<file path="config.mk">
export PLATFORM = sky130hd
export DESIGN_NAME = serial_cfg_loader
export DESIGN_NICKNAME = d
export VERILOG_FILES = /design/src/rtl/cfgload_pkg.sv /design/src/rtl/cfgload_rst_sync.sv /design/src/rtl/cfgload_sync.sv /design/src/rtl/cfgload_shift.sv /design/src/rtl/cfgload_hold.sv /design/src/rtl/serial_cfg_loader.sv
export SDC_FILE = /design/constraint.sdc
export NUM_CORES = 1
export LEC_CHECK = 0
export ABC_CLOCK_PERIOD_IN_PS = 13100
export BUFFER_PORTS_ARGS = -buffer_cell sky130_fd_sc_hd__buf_2
export CAP_MARGIN = 20
export CORE_ASPECT_RATIO = 1.75
export CORE_MARGIN = 2
export CORE_UTILIZATION = 57
export DETAILED_ROUTE_END_ITERATION = 16
export HOLD_SLACK_MARGIN = 0.1
export PLACE_DENSITY_LB_ADDON = 0.08
export SLEW_MARGIN = 10
export SYNTH_ARGS = -nofsm -noshare
export SYNTH_HDL_FRONTEND = slang
export SYNTH_SLANG_ARGS = --single-unit
</file>
<file path="constraint.sdc">
create_clock -name clk -period 13.1 [get_ports clk]
set_clock_uncertainty 0.05 [all_clocks]
set_input_delay 1.31 -clock clk [delete_from_list [all_inputs] [get_ports clk]]
set_output_delay 1.31 -clock clk [all_outputs]
set_load 0.05 [all_outputs]
</file>
<file path="src/rtl/cfgload_pkg.sv">
package cfgload_pkg;
  localparam int unsigned CFG_WORD_W_DEF = 160;
  localparam int unsigned SYNC_DEPTH_DEF = 2;

  typedef struct packed {
    logic data;
    logic sclk;
    logic strobe;
  } ser_pins_t;

  localparam int unsigned SER_PINS_W = $bits(ser_pins_t);
endpackage

</file>
<file path="src/rtl/cfgload_rst_sync.sv">
module cfgload_rst_sync #(
  parameter int unsigned DEPTH = 2
) (
  input  logic clk,
  input  logic rst_n,
  output logic rst_sync_n
);
  logic [DEPTH-1:0] chain_q;
  logic [DEPTH-1:0] chain_d;

  always_comb begin
    chain_d = {chain_q[DEPTH-2:0], 1'b1};
  end

  always_ff @(posedge clk or negedge rst_n) begin
    if (!rst_n) chain_q <= '0;
    else        chain_q <= chain_d;
  end

  assign rst_sync_n = chain_q[DEPTH-1];
endmodule

</file>
<file path="src/rtl/cfgload_sync.sv">
module cfgload_sync #(
  parameter int unsigned WIDTH = 3,
  parameter int unsigned DEPTH = 2
) (
  input  logic             clk,
  input  logic             rst_n,
  input  logic [WIDTH-1:0] async_in,
  output logic [WIDTH-1:0] sync_out
);
  logic [WIDTH-1:0] stage_q [DEPTH];
  logic [WIDTH-1:0] stage_d [DEPTH];

  always_comb begin
    stage_d[0] = async_in;
    for (int s = 1; s < DEPTH; s++) stage_d[s] = stage_q[s-1];
  end

  generate
    for (genvar g = 0; g < DEPTH; g++) begin : g_stage
      always_ff @(posedge clk or negedge rst_n) begin
        if (!rst_n) stage_q[g] <= '0;
        else        stage_q[g] <= stage_d[g];
      end
    end
  endgenerate

  assign sync_out = stage_q[DEPTH-1];
endmodule

</file>
<file path="src/rtl/cfgload_shift.sv">
module cfgload_shift #(
  parameter int unsigned WORD_W = 160
) (
  input  logic              clk,
  input  logic              rst_n,
  input  logic              sclk_s,
  input  logic              data_s,
  output logic [WORD_W-1:0] stage
);
  logic              sclk_prev_q;
  logic              shift_en;
  logic [WORD_W-1:0] stage_q;
  logic [WORD_W-1:0] stage_d;

  always_comb begin
    shift_en = sclk_s & ~sclk_prev_q;
    stage_d  = stage_q;
    if (shift_en) stage_d = {stage_q[WORD_W-2:0], data_s};
  end

  always_ff @(posedge clk or negedge rst_n) begin
    if (!rst_n) begin
      sclk_prev_q <= 1'b0;
      stage_q     <= '0;
    end else begin
      sclk_prev_q <= sclk_s;
      stage_q     <= stage_d;
    end
  end

  assign stage = stage_q;

  p_no_edge_no_shift_r8: assert property (@(posedge clk) disable iff (!rst_n)
    !(sclk_s && !sclk_prev_q) |=> $stable(stage_q));

  p_msb_first_entry_r2: assert property (@(posedge clk) disable iff (!rst_n)
    (sclk_s && !sclk_prev_q) |=> (stage_q[0] == $past(data_s)));
endmodule

</file>
<file path="src/rtl/cfgload_hold.sv">
module cfgload_hold #(
  parameter int unsigned       WORD_W     = 160,
  parameter logic [WORD_W-1:0] RESET_WORD = '0
) (
  input  logic              clk,
  input  logic              rst_n,
  input  logic              strobe_s,
  input  logic [WORD_W-1:0] stage,
  output logic [WORD_W-1:0] hold,
  output logic              programmed
);
  logic              strobe_prev_q;
  logic              strobe_rise;
  logic [WORD_W-1:0] hold_q;
  logic [WORD_W-1:0] hold_d;
  logic              prog_q;
  logic              prog_d;

  always_comb begin
    strobe_rise = strobe_s & ~strobe_prev_q;
    hold_d      = strobe_s ? stage : hold_q;
    prog_d      = prog_q | strobe_rise;
  end

  always_ff @(posedge clk or negedge rst_n) begin
    if (!rst_n) begin
      strobe_prev_q <= 1'b0;
      hold_q        <= RESET_WORD;
      prog_q        <= 1'b0;
    end else begin
      strobe_prev_q <= strobe_s;
      hold_q        <= hold_d;
      prog_q        <= prog_d;
    end
  end

  assign hold       = hold_q;
  assign programmed = prog_q;

  p_hold_when_low_r3: assert property (@(posedge clk) disable iff (!rst_n)
    !strobe_s |=> $stable(hold_q));

  p_follow_when_high_r6: assert property (@(posedge clk) disable iff (!rst_n)
    strobe_s |=> (hold_q == $past(stage)));

  p_prog_sticky_r5: assert property (@(posedge clk) disable iff (!rst_n)
    prog_q |=> prog_q);

  p_prog_needs_strobe_r4: assert property (@(posedge clk) disable iff (!rst_n)
    $rose(prog_q) |-> $past(strobe_s));
endmodule

</file>
<file path="src/rtl/serial_cfg_loader.sv">
module serial_cfg_loader
  import cfgload_pkg::*;
#(
  parameter int unsigned       WORD_W     = CFG_WORD_W_DEF,
  parameter int unsigned       SYNC_DEPTH = SYNC_DEPTH_DEF,
  parameter logic [WORD_W-1:0] RESET_WORD = '0
) (
  input  logic              clk,
  input  logic              rst_n,
  input  logic              ser_data,
  input  logic              ser_clk,
  input  logic              ser_strobe,
  output logic [WORD_W-1:0] cfg_word,
  output logic              cfg_programmed
);
  logic              rst_int_n;
  ser_pins_t         pins_raw;
  ser_pins_t         pins_s;
  logic [WORD_W-1:0] stage;

  assign pins_raw = '{data: ser_data, sclk: ser_clk, strobe: ser_strobe};

  cfgload_rst_sync #(.DEPTH(SYNC_DEPTH)) u_rst (
    .clk        (clk),
    .rst_n      (rst_n),
    .rst_sync_n (rst_int_n)
  );

  cfgload_sync #(.WIDTH(SER_PINS_W), .DEPTH(SYNC_DEPTH)) u_sync (
    .clk      (clk),
    .rst_n    (rst_int_n),
    .async_in (pins_raw),
    .sync_out (pins_s)
  );

  cfgload_shift #(.WORD_W(WORD_W)) u_shift (
    .clk    (clk),
    .rst_n  (rst_int_n),
    .sclk_s (pins_s.sclk),
    .data_s (pins_s.data),
    .stage  (stage)
  );

  cfgload_hold #(.WORD_W(WORD_W), .RESET_WORD(RESET_WORD)) u_hold (
    .clk        (clk),
    .rst_n      (rst_int_n),
    .strobe_s   (pins_s.strobe),
    .stage      (stage),
    .hold       (cfg_word),
    .programmed (cfg_programmed)
  );

  p_default_until_loaded_r1: assert property (@(posedge clk) disable iff (!rst_int_n)
    !cfg_programmed |-> (cfg_word == RESET_WORD));
endmodule

</file>
==> impl_results.md, run 1 <==
- Worst r2r path cells: 3
- IO Port Bufs: 165
- RSZ-0062 raised after global routing: no
- Sum Neg Setup Slack: 0 ns
- CP required: 11.74 ns
- Avg Vias per Cell: 5.23
- CTS sink cnt: 331
- Area occupied by multi-input gates: 4000 um2
- PwrDens: 150 nW/um2
- Switching share of power: 0.238
- Cell-internal power: 0.00168 W
- Fillers: 1576
- Clk buf depth: 3
- Status: finished clean
- CTS Buf Count: 29
- Gr usage total: 0.188
- Final Non-Filler Cells: 1176
- Final Hold Viols: 0
- Worst Setup End Kind: output pin
- Core footprint: 21900 um2
- H-tree depth reported by CTS: 1
- DRT Pass-1 Iters: 4
- Power Total: 0.00220 W
- Die area: 23400 um2
- Post-CTS Setup Bufs: 0
- Fin nets: 864
- Crit path depth: 1
- Hold Path Depth: 0
- Simple-gate share of the synthesized area: 0.000496
- Worst skew pair latency: 0.53 ns
- Gate power share: 0.090
- Clock share of power: 0.408
- Initial antenna violation count: 0
- Hpwl dp: 13.0 mm
- Final setup fails: 0
- Synth Area in XOR/XNOR: 0
- Post-synthesis compound-gate area fraction: 0.000596
- Syn Nets: 696
- Slowest stage delay, CP: 0.40 ns
- Slowest CP cell: dfrtp_1
- Largest delay share family, worst path: flip-flops
- I/O pin total: 166
- Die height: 201 um
- Die W: 116 um
- Cell Area, Synth: 12600 um2
- Number of global-route vias before repair: 6819
- Max_cap viols: 0
- Share of layout cells above drive strength 1: 0.617
- Routed Antenna Nets: 0
- Initial core utilization: 0.576
- Global-route wire length before repair: 35.5 mm
- Average wire per standard cell: 18.0 um
- 1st-iter DRT viols: 220
- Vias after detailed routing: 6147
- Flop pwr share: 0.503
- Worst VDD drop: 0.124 mV
- Kind of critical path: reg -> out
- Sequential cell area fraction in the yosys report: 0.657
- WL final: 21.1 mm
- Period utilization: 0.197
- Leakage: 7.90 nW
- P&R area growth vs syn: 16.1%
- Synth Area in Adders: 0
- Fmax: 388 MHz
- Psw: 0.000523 W
- Ys Warns: 0
- Mean Syn Cell Area: 18.2 um2
- Critical path cell sequence: buf_2
- Final slew viol count: 0
- Placed insts: 1122
- Worst Path Arrival: 1.21 ns
- Slew @ Worst Pin: 1.05 ns
- Largest net degree at the start of global routing: 193
- Hold Path Class: reg -> reg
- Post-synthesis mux area share: 0.316
- Crit path launch type: flip-flop
- Antenna Cells: 0
- Slew margin rel.: 0.303
- Clk slew on worst S/H paths: 0.06 ns
- Tmin final: 2.57 ns
- Placer Congestion: 0.732
- Cell Rows: 72
- Crit Path Max Fanout: 2
- Drc violations: 0
- Gate Count Post-Synth: 691
- Largest family of logic cells by synthesized area: multiplexers
- Register Area: 8290 um2
- Crit path buf inv count: 1
- Root Driver: clkbuf_16
- Synth unique cells: 11
- Yosys reg bits: 331
- Total grt overflow: 0
- CTS Hold Bufs: 0
- CTS tree: done
- Resize count post-CTS: 0
-- logic make-up (layout without fill, tap and decap cells) --
group | after synthesis | in the layout
compound gates | 1 | 1
simple gates | 1 | 1
mux | 320 | 320
flops | 331 | 331
other cells | 1 | 1
buf+inv | 37 | 226
-- Yosys cell counts, drive strengths merged --
cell   number  area share
conb        1     0.00030
buf        36       0.025
a21o        1     0.00060
dfrtp     331        0.66
inv         1     0.00030
mux2      320        0.32
nor2b       1     0.00050
-- final timing paths --
kind / slack [ns] / to / startpoint
setup / recovery: 10.53 / cfg_word[3] / u_hold.hold[3]
hold / removal: 0.30 / u_sync.sync_out[2] / u_sync.stage_d[2]
setup reg to reg: 10.55 / u_hold.hold[69] / u_sync.sync_out[0]
hold reg to reg: 0.30 / u_sync.sync_out[2] / u_sync.stage_d[2]
max in group asynchronous: 11.03 / u_sync.sync_out[0] / u_rst.chain_q[1]
min in group asynchronous: 0.36 / u_shift.stage[42] / u_rst.chain_q[1]
-- flip-flops by register name (all words and copies together) (netlist names) --
name	cells
u_hold.hold	160
u_hold.strobe_prev_q	1
u_sync.sync_out	3
u_sync.stage_d	3
u_shift.stage	160
u_rst.chain_q	2
u_hold.programmed	1
u_shift.sclk_prev_q	1
-- placed cells by master (no fill, tap or decap), types with 2 or more instances in the layout --
| cell type | n |
|---|---|
| bufinv_16 | 5 |
| clkbuf_16 | 29 |
| dfrtp_4 | 2 |
| mux2_2 | 220 |
| clkinv_2 | 5 |
| clkbuf_8 | 7 |
| buf_4 | 5 |
| dfrtp_1 | 329 |
| clkbuf_1 | 5 |
| buf_2 | 165 |
| buf_16 | 2 |
| mux2_4 | 100 |
-- metrics by stage --
step | cell area (um2) | hold slack, ns | worst slack, ns | utilization
4_1_cts | 14600 | 0.305 | 10.32 | 0.666
3_5_place_dp | 13600 | 0.286 | 10.34 | 0.619
6_report | 14600 | 0.300 | 10.53 | 0.668
2_1_floorplan | 12600 | 0.281 | 3.14 | -
3_3_place_gp | 13600 | 0.286 | 10.40 | 0.619
5_1_grt | 14600 | 0.310 | 10.43 | 0.668
-- per-layer routing --
metal,wire [um],GRT usage,part of all wire,vias up
li1,-,-,-,2757
met1,8720,0.244,0.41,3224
met2,10800,0.315,0.51,136
met3,1090,0.0405,0.051,30
met4,527,0.0557,0.025,0
met5,0,0,0,-
-- power by group through the flow --
stage	Sequential [W]	Clock (W)	Combinational (W)
after global placement	0.00112	0	0.000195
after floorplan	0.00120	0	0.0000786
final	0.00111	0.000897	0.000197
after global routing	0.00111	0.000966	0.000209
after detailed placement	0.00113	0	0.000199
after CTS	0.00111	0.000922	0.000199
-- layout make-up --
class	count	share of cell area
flip-flops and latches	331	0.567
multi-input cells	323	0.274
repair buffers	173	0.0641
clock buffers	41	0.0575
well taps	296	0.0253
clock inverters	11	0.0125
inverters	1	0.000257
Note: power is estimated with default switching activity, not from simulation.
==> run 2: changes to the inputs <==
ABC_CLOCK_PERIOD_IN_PS = 2100   (was 13100)
CORE_UTILIZATION = 52   (was 57)
clock period = 2.1 ns   (was 13.1 ns; I/O delays follow)
==> run 2 against run 1 <==
Net effect:
- setup slack got worse by 10 ns
- register-to-register slack lost 10 ns
- critical path depth rose by 3
- sequential share of layout area down 1.0 points
- sequential power grew to 6.2 times the previous value
- total power rose to 6.3 times the previous value
- via count is 1.5% higher
- global-route usage is 0.82 points lower
- clock-buffer cell count grew 4
- wire length grew 5.2%
==> impl_results.md, run 2 (synthesis gave the netlist of run 1 again) <==
- Core footprint: 23900 um2 (was 21900 um2)
- Cell Rows: 75 (was 72)
- Hold Path Class: reg -> async (was reg -> reg)
- Number of global-route vias before repair: 6837 (was 6819)
- Final hold slack: 0.209 ns (was 0.300 ns)
- IO Port Bufs: 165 (unchanged)
- Root Driver: clkbuf_16 (unchanged)
- Period utilization: 0.766
- Area after DPL: 13800 um2 (was 13600 um2)
- Commonest non-fill, non-tap cell in the layout: dfrtp_1 (unchanged)
- I/O pin total: 166 (unchanged)
- Slowest stage delay, CP: 0.39 ns (was 0.40 ns)
- CTS tree: done (unchanged)
- Avg Vias per Cell: 5.17 (was 5.23)
- PwrDens: 927 nW/um2 (was 150 nW/um2)
- Die area: 25500 um2 (was 23400 um2)
- H-tree depth reported by CTS: 1 (unchanged)
- Worst Setup End Kind: flip-flop (was output pin)
- Die W: 122 um (was 116 um)
- Clk buf depth: 3 (unchanged)
- Largest net degree at the start of global routing: 84 (was 193)
- Power Total: 0.0138 W (was 0.00220 W)
- Final slew viol count: 0 (unchanged)
- Final setup fails: 0 (unchanged)
- CP required: 2.48 ns (was 11.74 ns)
- Largest delay share family, worst path: buffers and inverters (was flip-flops)
- Final Hold Viols: 0 (unchanged)
- Share of layout cells above drive strength 1: 0.618 (was 0.617)
- Global-route wire length before repair: 36.8 mm (was 35.5 mm)
- Sum Neg Setup Slack: 0 ns (unchanged)
- CTS sink cnt: 331 (unchanged)
- Initial core utilization: 0.527 (was 0.576)
- Fin area: 14900 um2 (was 14600 um2)
- Total grt overflow: 0 (unchanged)
- Routed Antenna Nets: 0 (unchanged)
- Gr usage total: 0.179 (was 0.188)
- Fin nets: 880 (was 864)
- Fillers: 1777 (was 1576)
- Leakage: 8.02 nW (was 7.90 nW)
- Hpwl dp: 14.7 mm (was 13.0 mm)
- WL final: 22.3 mm (was 21.1 mm)
- Slew @ Worst Pin: 0.571 ns (was 1.05 ns)
- Register Area: 8290 um2 (unchanged)
- Critical path cell sequence: nor2b_4 -> buf_12 -> buf_4 -> mux2_4 (was buf_2)
- Reg2reg setup slack: 0.49 ns (was 10.55 ns)
- P&R area growth vs syn: 18.2% (was 16.1%)
- Kind of critical path: reg -> reg (was reg -> out)
- Vias after detailed routing: 6237 (was 6147)
- Crit Path Max Fanout: 30 (was 2)
- Die height: 210 um (was 201 um)
- Crit path launch type: flip-flop (unchanged)
- Most frequent cells in the layout: 329 x dfrtp_1, 220 x mux2_2, 165 x buf_2, 100 x mux2_4, 31 x clkbuf_16 (was 329 x dfrtp_1, 220 x mux2_2, 165 x buf_2, 100 x mux2_4, 29 x clkbuf_16)
- Core Util, Final: 0.623 (was 0.668)
- RSZ-0062 raised after global routing: no (unchanged)
- Drc violations: 0 (unchanged)
- Average wire per standard cell: 18.4 um (was 18.0 um)
- Area occupied by multi-input gates: 4000 um2 (unchanged)
- Worst VDD drop: 0.712 mV (was 0.124 mV)
- Placer Congestion: 0.749 (was 0.732)
- Slew margin rel.: 0.619 (was 0.303)
- Slowest CP cell: dfrtp_1 (unchanged)
- Fmax: 622 MHz
- Clk slew on worst S/H paths: 0.07 ns (was 0.06 ns)
- Max_cap viols: 0 (unchanged)
- Worst skew pair latency: 0.55 ns (was 0.53 ns)
- Crit path buf inv count: 2 (was 1)
- Status: finished clean (unchanged)
- DRT Pass-1 Iters: 4 (unchanged)
- Tmin final: 1.61 ns
- Worst Path Arrival: 1.99 ns (was 1.21 ns)
- Antenna Cells: 0 (unchanged)
- 1st-iter DRT viols: 281 (was 220)
- CTS Buf Count: 30 (was 29)
- Initial antenna violation count: 0 (unchanged)
- Post-CTS Setup Bufs: 0 (unchanged)
==> run 2: report_power, final <==
part           leakage, nW  switching [W]  total, W  internal [W]
Combinational         2.95       0.000853   0.00130      0.000446
Clock                0.517        0.00228   0.00563       0.00335
Sequential            4.55       0.000225   0.00688       0.00666
==> run 2: path summary, 6_finish.rpt <==
| kind | startpoint | to | depth (start not counted) |
|---|---|---|---|
| worst min-delay path | u_rst.chain_q[1] | u_shift.stage[44] | 0 |
| worst min register to register | u_rst.chain_q[1] | u_shift.stage[44] | 0 |
| max in group asynchronous | u_rst.chain_q[1] | u_hold.hold[157] | 1 |
| worst max-delay path | u_shift.sclk_prev_q | u_shift.stage[128] | 4 |
| worst max register to register | u_shift.sclk_prev_q | u_shift.stage[128] | 4 |
| min in group clk | ser_strobe | u_sync.stage_d[0] | 2 |
==> run 2: repair_timing <==
| action | 4_1_cts | 5_1_grt |
|---|---|---|
| hold buffers | 5 | 0 |
| gates resized for setup | 0 | 0 |
| endpoints found under the hold margin | 5 | 0 |
==> run 2: stage by stage <==
step | worst slack, ns | instances
after floorplan | -1.23 | 691
after global placement | 0.534 | 1146
after detailed placement | 0.501 | 1146
after CTS | 0.472 | 1207
after global routing | 0.415 | 1207
final | 0.492 | 1207
==> run 2: cell type report <==
class | instances | area share
Clock buffer | 45 | 0.0610
Clock inverter | 11 | 0.00890
Inverter | 1 | 0.000252
Multi-Input combinational cell | 323 | 0.269
Sequential cell | 331 | 0.556
Tap cell | 308 | 0.0259
Timing Repair Buffer | 188 | 0.0788
==> run 2: layer usage <==
layer,GRT usage,share of wire,up-vias
met3,0.0333,0.048,29
met2,0.310,0.52,128
met5,0,0,-
li1,-,-,2787
met4,0.0567,0.021,0
met1,0.229,0.41,3293
==> run 3: changes to the inputs <==
ABC_CLOCK_PERIOD_IN_PS = 1500   (was 2100)
CORE_UTILIZATION = 57   (was 52)
clock period = 1.5 ns   (was 2.1 ns; I/O delays follow)
==> run 3 against run 2 <==
Net effect:
- utilization up 6.0 points
- first-iteration DRC count up 3.6%
- combinational power up 44%
- wire length down 2.1%
- non-clock buffer count up 15
- setup slack worse by 0.45 ns
- die area down 8.5%
- total power up 38%
- global-route usage up 1.4 points
- sequential power up 40%
- cell area up 0.37%
- highest routed layer unchanged
- final cell count unchanged
==> impl_results.md, run 3 (synthesis gave the netlist of run 1 again) <==
- Final Hold Viols: 0 (unchanged)
- Worst skew pair latency: 0.54 ns (was 0.55 ns)
- Dpl ws: 0.0411 ns (was 0.501 ns)
- Crit Path Max Fanout: 19 (was 30)
- Total grt overflow: 0 (unchanged)
- Kind of critical path: reg -> reg (unchanged)
- Max_cap viols: 0 (unchanged)
- CTS tree: done (unchanged)
- Drc violations: 0 (unchanged)
- Sum Neg Setup Slack: 0 ns (unchanged)
- Vias after detailed routing: 6252 (was 6237)
- Die area: 23400 um2 (was 25500 um2)
- Final setup fails: 0 (unchanged)
- Worst reg2reg endpoint: u_shift.stage[119] (was u_shift.stage[128])
- Die W: 116 um (was 122 um)
- Tmin final: 1.45 ns (was 1.61 ns)
- Initial antenna violation count: 0 (unchanged)
- 1st-iter DRT viols: 291 (was 281)
- Clk buf depth: 3 (unchanged)
- Fin nets: 894 (was 880)
- Worst setup endpoint: u_shift.stage[119] (was u_shift.stage[128])
- Period utilization: 0.970 (was 0.766)
- Cell Rows: 72 (was 75)
- Avg Vias per Cell: 5.18 (was 5.17)
- Reg-to-reg startpoint: u_shift.sclk_prev_q (unchanged)
- WL final: 21.8 mm (was 22.3 mm)
- I/O pin total: 166 (unchanged)
- Die height: 201 um (was 210 um)
- Root Driver: clkbuf_16 (unchanged)
- Worst Setup End Kind: flip-flop (unchanged)
- Core Util, Final: 0.683 (was 0.623)
- CTS sink cnt: 331 (unchanged)
- Share of layout cells above drive strength 1: 0.622 (was 0.618)
- Worst r2r path cells: 4 (unchanged)
- CP required: 1.87 ns (was 2.48 ns)
- Initial core utilization: 0.576 (was 0.527)
- Hpwl dp: 14.8 mm (was 14.7 mm)
- Hold Path Class: reg -> async (unchanged)
- Clk slew on worst S/H paths: 0.07 ns (about the same)
- Placed insts: 1142 (was 1146)
- Global-route wire length before repair: 36.3 mm (was 36.8 mm)
- Worst VDD drop: 1.26 mV (was 0.712 mV)
- Worst Path Arrival: 1.82 ns (was 1.99 ns)
- CTS Buf Count: 29 (was 30)
- Number of global-route vias before repair: 7015 (was 6837)
- H-tree depth reported by CTS: 1 (unchanged)
- Setup ws final: 0.0455 ns (was 0.492 ns)
- Fmax: 688 MHz (was 622 MHz)
- Average wire per standard cell: 18.1 um (was 18.4 um)
- P&R area growth vs syn: 18.7% (was 18.2%)
- Core footprint: 21900 um2 (was 23900 um2)
- Commonest non-fill, non-tap cell in the layout: dfrtp_1 (unchanged)
- Gr usage total: 0.193 (was 0.179)
- PwrDens: 1270 nW/um2 (was 927 nW/um2)
- DRT Pass-1 Iters: 4 (unchanged)
- Crit path launch type: flip-flop (unchanged)
- Leakage: 8.06 nW (was 8.02 nW)
- Worst Setup SP: u_shift.sclk_prev_q (unchanged)
- RSZ-0062 raised after global routing: yes (was no)
- IO Port Bufs: 165 (unchanged)
- Most frequent cells in the layout: 329 x dfrtp_1, 220 x mux2_2, 165 x buf_2, 100 x mux2_4, 29 x clkbuf_16 (was 329 x dfrtp_1, 220 x mux2_2, 165 x buf_2, 100 x mux2_4, 31 x clkbuf_16)
- Largest net degree at the start of global routing: 71 (was 84)
- Status: finished clean (unchanged)
- Reg2reg setup slack: 0.05 ns (was 0.49 ns)
- Placer Congestion: 0.739 (was 0.749)
- Final slew viol count: 0 (unchanged)
- Final Non-Filler Cells: 1207 (unchanged)
- Antenna Cells: 0 (unchanged)
- Routed Antenna Nets: 0 (unchanged)
[run 3: power by group]
| part | internal [W] | switching, W | leakage (nW) | total (W) |
|---|---|---|---|---|
| logic | 0.000656 | 0.00122 | 3.04 | 0.00187 |
| clock network | 0.00437 | 0.00314 | 0.475 | 0.00751 |
| registers | 0.00932 | 0.000301 | 4.55 | 0.00962 |
[run 3: worst min-delay path by stage]
| stage | from | end | slack (ns) | cells past startpoint |
|---|---|---|---|---|
| 6_report | u_rst.chain_q[1] | u_shift.stage[83] | 0.17 | 0 |
| 3_5_place_dp | rst_n | u_rst.chain_q[0] | -0.11 | 1 |
| 4_1_cts | u_rst.chain_q[1] | u_hold.hold[84] | 0.18 | 0 |
| 2_1_floorplan | rst_n | u_rst.chain_q[0] | -0.20 | 0 |
| 3_3_place_gp | rst_n | u_rst.chain_q[0] | -0.11 | 1 |
| 5_1_grt | u_rst.chain_q[1] | u_shift.stage[81] | 0.19 | 0 |
[run 3: area by class of cell]
type,instances,area (um2)
flip-flops and latches,331,8290
multi-input cells,323,4000
repair buffers,203,1320
clock inverters,11,135
clock buffers,42,835
well taps,296,370
fillers,1532,6940
inverters,1,3.75
[run 3: critical path, cell delays in order, from the launching register on]
cell and delay (ns):
dfrtp_1 0.40, nor2b_4 0.15, buf_4 0.21, buf_12 0.21, mux2_4 0.31
[run 3: what timing repair did]
action,4_1_cts,5_1_grt
buffers inserted,0,7
hold buffers,5,0
gates resized for setup,0,1
hold endpoints to repair,5,0
setup endpoints to repair,0,39
[run 3: metal layers]
metal	track usage	part of all wire
met1	0.240	0.40
met4	0.0587	0.025
met5	0	0
met2	0.337	0.53
met3	0.0374	0.050
[run 3: metrics by stage]
step           power (W)  hold slack, ns  cell area, um2
6_report          0.0190           0.169           15000
5_1_grt           0.0198           0.194           15000
4_1_cts           0.0193           0.178           14900
3_5_place_dp      0.0117          -0.112           13900
3_3_place_gp      0.0116          -0.113           13900
2_1_floorplan     0.0111          -0.196           12600
